File: src/rtl/rst_pwr_ctl.sv
module rst_pwr_ctl #(
  parameter int STATES    = 6,
  parameter int PHASES    = 2,
  parameter int SMP_STATE = 5,
  parameter int SMP_PHASE = 2,
  parameter int QUAL      = 2,
  parameter int W         = 8,
  parameter int KEEP_BIT  = 4,
  parameter logic [W-1:0] PORT_INIT = 8'hFF,
  parameter logic [W-1:0] SP_INIT   = 8'h07
) (
  input  logic         clk,
  input  logic         por_n,
  input  logic         rst_pin,
  input  logic         pcon_we,
  input  logic         pcon_idl,
  input  logic         pcon_pd,
  input  logic         irq_pend,
  input  logic [W-1:0] pcon_cur,
  output logic         sys_rst,
  output logic         cpu_clk_en,
  output logic         per_clk_en,
  output logic         osc_run,
  output logic         mode_idle,
  output logic         mode_pdown,
  output logic [W-1:0] port_rv,
  output logic [W-1:0] sp_rv,
  output logic [W-1:0] pcon_rv
);
  localparam int TICKS = STATES * PHASES;
  localparam int CW    = $clog2(TICKS);
  localparam int QW    = $clog2(QUAL + 1);
  localparam logic [CW-1:0] SMP  = CW'((SMP_STATE - 1) * PHASES + SMP_PHASE - 1);
  localparam logic [CW-1:0] LAST = CW'(TICKS - 1);
  localparam logic [QW-1:0] QMAX = QW'(QUAL);

  logic          div, wake;
  logic [CW-1:0] tick;
  logic [QW-1:0] hi;
  logic          tick_en, smp, mc_end, rel;

  assign osc_run    = ~mode_pdown | rst_pin;
  assign tick_en    = osc_run & div;
  assign smp        = tick_en && (tick == SMP);
  assign mc_end     = tick_en && (tick == LAST);
  assign rel        = smp & ~rst_pin & sys_rst;
  assign per_clk_en = tick_en & ~mode_pdown;
  assign cpu_clk_en = tick_en & ~mode_pdown & ~mode_idle;
  assign port_rv    = PORT_INIT;
  assign sp_rv      = SP_INIT;
  assign pcon_rv    = pcon_cur & (W'(1) << KEEP_BIT);

  always_ff @(posedge clk) begin
    if (!por_n || rel) begin
      div  <= 1'b0;
      tick <= '0;
    end else if (osc_run) begin
      div <= ~div;
      if (div) tick <= (tick == LAST) ? '0 : tick + 1'b1;
    end
  end

  always_ff @(posedge clk) begin
    if (!por_n) begin
      hi      <= '0;
      sys_rst <= 1'b0;
    end else if (smp) begin
      if (rst_pin) begin
        if (hi != QMAX) hi <= hi + 1'b1;
        if (hi >= QMAX - 1'b1) sys_rst <= 1'b1;
      end else begin
        hi      <= '0;
        sys_rst <= 1'b0;
      end
    end
  end

  always_ff @(posedge clk) begin
    if (!por_n || sys_rst) begin
      mode_idle  <= 1'b0;
      mode_pdown <= 1'b0;
      wake       <= 1'b0;
    end else if (pcon_we && pcon_pd) begin
      mode_pdown <= 1'b1;
      mode_idle  <= 1'b0;
      wake       <= 1'b0;
    end else if (pcon_we && pcon_idl) begin
      mode_idle <= 1'b1;
    end else if (mode_idle) begin
      if (mc_end && (wake || irq_pend)) begin
        mode_idle <= 1'b0;
        wake      <= 1'b0;
      end else if (irq_pend) begin
        wake <= 1'b1;
      end
    end
  end
endmodule

File: config.mk
export PLATFORM = sky130hd
export DESIGN_NAME = rst_pwr_ctl
export DESIGN_NICKNAME = d
export VERILOG_FILES = /design/src/rtl/rst_pwr_ctl.sv
export SDC_FILE = /design/constraint.sdc
export NUM_CORES = 1
export LEC_CHECK = 0
export BUFFER_PORTS_ARGS = -buffer_cell sky130_fd_sc_hd__clkbuf_2
export CORE_MARGIN = 10
export CORE_UTILIZATION = 30
export DETAILED_ROUTE_END_ITERATION = 10
export GPL_ROUTABILITY_DRIVEN = 1
export PLACE_DENSITY = 0.61
export RECOVER_POWER = 100
export SYNTH_ARGS = -nofsm -noshare
export SYNTH_HDL_FRONTEND = slang
export SYNTH_SLANG_ARGS = --single-unit
File: constraint.sdc
create_clock -name clk -period 2.8 [get_ports clk]
set_input_delay 0.14 -clock clk [delete_from_list [all_inputs] [get_ports clk]]
set_output_delay 0.14 -clock clk [all_outputs]
set_load 0.1 [all_outputs]
# After elaboration in Yosys (flattened, before gate mapping)
# Cells that the tools add are included.
[totals]
regBits = 11
inputBits = 15
output_inout_bits = 30
[classes]
n_addsub = 2
magnitude_cmp = 1
n_eq_ne = 5
mux = 10
n_bitwise = 11
reduce_logical = 15
[ops]
columns = ["op", "n"]
rows = [
  ["$eq 4x4->1 const B", 2],
  ["$mux 1", 7],
  ["$reduce_and 2->1", 3],
  ["$and 1x1->1", 5],
  ["$logic_and 1x1->1", 5],
  ["$not 1->1", 5],
  ["$add 4x1->4 const B", 1],
  ["$mux 2", 2],
  ["$mux 4", 1],
  ["$ne 2x1->1 const B", 2],
  ["$logic_or 1x1->1", 3],
  ["$reduce_and 3->1", 1],
  ["$add 2x1->2 const B", 1],
  ["$ge 2x1->1 const B", 1],
  ["$ne 2x2->1 const B", 1],
  ["$reduce_bool 2->1", 1],
  ["$reduce_or 2->1", 1],
  ["$logic_not 1->1", 1],
  ["$or 1x1->1", 1],
]

# Depth between registers and ports, before layout
[depth]
word_depth = 8
mapped_depth = 5

# Worst setup path after synthesis
# OpenSTA, ideal clock, no wires.
[synth_path]
kind = "register to output"
start = "register mode_pdown"
end = "output port cpu_clk_en"
arrival_ns = 2.235
t_required_ns = 2.660
setup_slack_ns = 0.425
path_stages_with_launch = 3
path_buffers = 0
path_cell_list = "dfxtp_1 nand2b_1 nor2_1"
[synth_between]
elab_chain_len = 5
[synth_lines]
columns = ["item", "line", "text"]
rows = [
  ["from (decl)", "25", "output logic mode_pdown,"],
  ["from (signal assigned)", "81", "mode_pdown <= 1'b0;"],
  ["from (signal assigned)", "84", "mode_pdown <= 1'b1;"],
  ["$not 1->1 (*)", "42, 48", ""],
  ["$or 1x1->1", "42", "assign osc_run = ~mode_pdown | rst_pin;"],
  ["$and 1x1->1", "43", "assign tick_en = osc_run & div;"],
  ["$and 1x1->1 (*) (2 in series)", "48", "assign cpu_clk_en = tick_en & ~mode_pdown & ~mode_idle;"],
  ["to (decl)", "21", "output logic cpu_clk_en,"],
]
# Mark *: on every way between the ends. The rest lies on a longest branch, timed or not.

# Worst setup path after layout
[layout_path]
start = "register mode_pdown"
end = "output port osc_run"
[layout_between]
elab_chain_len = 2
[layout_lines]
columns = ["item", "line", "text"]
rows = [
  ["$not 1->1", "42", ""],
  ["$or 1x1->1", "42", ""],
  ["to (decl)", "23", "output logic osc_run,"],
]
# No other way between the ends.

==> metrics.yaml <==
placement:
  gp_congestion: 0.746
  place_ws_ns: 1.23
  place_area_um2: 779
  dp_hpwl_um: 1310
  post-place-cells: 135
  port-buffer-count: 12
route:
  routed_wl_um: 1660
  num_vias: 639
  vias_per_cell: 4.60
  first_pass_iters: 4
  drtIter0Drc: 34
  antenna_left: 0
  drc: 0
  wl_per_cell_um: 11.9
timing:
  hold_viol: 0
  fin_crit_sh: 0.778
  fin_setup_tns_ns: 0
  fmax_mhz: 459
  tightest_slew_ns: 1.17
  post-route-min-period_ns: 2.18
  slew_violations: 0
  whs_ns: 0.116
  worst_slack_ns: 0.623
  finalClockSkew_ns: 0.00626
  finalSetupViolations: 0
  rsz0062_at_grt: "false"
  maxSlewHeadroom: 0.221
synthesis:
  synth_cells: 99
  syn-cell-area_um2: 817
  yosysWarnings: 0
  synth_area_leaders: "dfxtp_1, buf_4, ha_1"
  syn_avg_cell_area_um2: 8.25
  ys_types: 28
  synth_seq_cells: 11
  yosysSeqAreaShare: 0.270
  yosysTopAreaCellShare: 0.270
  synth_top_cell_by_area: "dfxtp_1"
floorplanning:
  design.die.area_um2: 5210
  initial_utilization: 0.321
  rows: 18
  die_w_um: 72.2
  fp.coreArea_um2: 2540
  die_height_um: 72.2
  io_pins: 45
global_route:
  grt_max_degree: 12
  grt_pass1_vias: 613
  antenna_found_initial: 0
  track_usage: 0.0627
  grt_first_pass_wirelength_um: 2660
  overflow: 0
cts:
  clk_pin_slew_ns: 0.07
  clkLatencyLatePin_ns: 0.27
  hold_buffers: 0
  cts_tree: "built"
  clock_path_buffers: 2
  cts_setup_buffers: 0
  htree_levels: 1
  cts_buffers: 3
  cts_resized: 0
  cts-root-buf: "clkbuf_4"
  cts.sinks: 11
power:
  max-vdd-ir-drop_mv: 0.312
  power_mw: 0.503
  power_density_nw_per_um2: 631
  leakage_nw: 0.325
worst_setup_path:
  crit_path_end_kind: "output pin"
  worstPathRequired_ns: 2.66
  startpoint_type: "register"
  r2r_slack_ns: 1.07
  critPathArrivalTime_ns: 2.04
  cp_max_fo: 11
  critPathKind: "register to output pin"
final_layout:
  finalInstanceArea_um2: 797
  layout_commonest_cell: "conb_1"
  n_antenna_cell: 0
  final_nets: 129
  syn_to_final_growth_pct: -2.45
  final_cell_mix: "conb_1, dfxtp_1, inv_1"
  drive_gt1_frac: 0.101
  final_core_util: 0.313
  stdcell_count: 139
outcome:
  status: "complete, no violations"
job:
  maxCapViolCount: 0
worst_hold_path:
  worstHoldPathType: "primary input to register"
[sequential cells by signal, summed over array words and instances, names as in the netlist]
| signal | count |
|---|---|
| wake | 1 |
| mode_idle | 1 |
| tick | 4 |
| div | 1 |
| hi | 2 |
| mode_pdown | 1 |
| sys_rst | 1 |
[critical path, cell delays in order, from the launching register on]
cell and delay (ns):
dfxtp_1 0.40, nor2b_1 0.64, inv_1 0.28, clkbuf_2 0.45
[metal layers]
layer / routed length [um] / GRT usage / up-vias
met4: 0 / 0.0258 / 0
met1: 775 / 0.0751 / 281
met2: 632 / 0.0768 / 34
li1: - / - / 324
met3: 251 / 0.0531 / 0
met5: 0 / 0 / -
[cell families (layout without fill, tap and decap cells)]
group | Yosys count | in the layout | share of synthesized area
flops | 11 | 11 | 0.270
simple gates | 25 | 25 | 0.181
xor+xnor | 1 | 1 | 0.0107
compound gates | 20 | 20 | 0.165
other cells | 2 | 23 | 0.00919
buf+inv | 36 | 25 | 0.303
fa+ha+maj | 4 | 4 | 0.0613
[synthesized netlist by cell type]
cell      count
nor2b_1       1
nor2_1        4
a31oi_1       3
a311oi_1      2
nand2b_1      1
nand4_1       3
nor3_1        2
dfxtp_1      11
nand3_1       4
o21ai_0       1
conb_1        2
nand3b_1      2
nor3b_1       1
nand2_1       2
and3b_1       1
a21oi_1       6
nand4b_1      1
inv_2         1
o41ai_1       3
o31ai_1       4
a211oi_1      1
inv_1         8
xnor2_1       1
ha_1          4
buf_4        24
or4_1         2
nor2b_2       1
buf_6         3
[power breakdown]
part	switching, mW	leakage (nW)	internal, mW	total, mW
Clock	0.0535	0.0150	0.0552	0.109
Sequential	0.0101	0.0897	0.164	0.174
Combinational	0.202	0.221	0.0181	0.220
[cell type report]
type | count | area, um2
multi-input cells | 73 | 425
well taps | 30 | 37.5
fillers | 275 | 1750
repair buffers | 12 | 53.8
inverters | 9 | 33.8
clock buffers | 4 | 26.3
flip-flops and latches | 11 | 220
[path summary, 6_finish.rpt]
path | endpoint | cells past startpoint | start
hold reg to reg | mode_pdown | 1 | sys_rst
hold / removal | sys_rst | 3 | por_n
setup reg to reg | tick[1] | 3 | mode_pdown
setup / recovery | osc_run | 3 | mode_pdown
No activity file was read; power rests on OpenSTA's default activity.
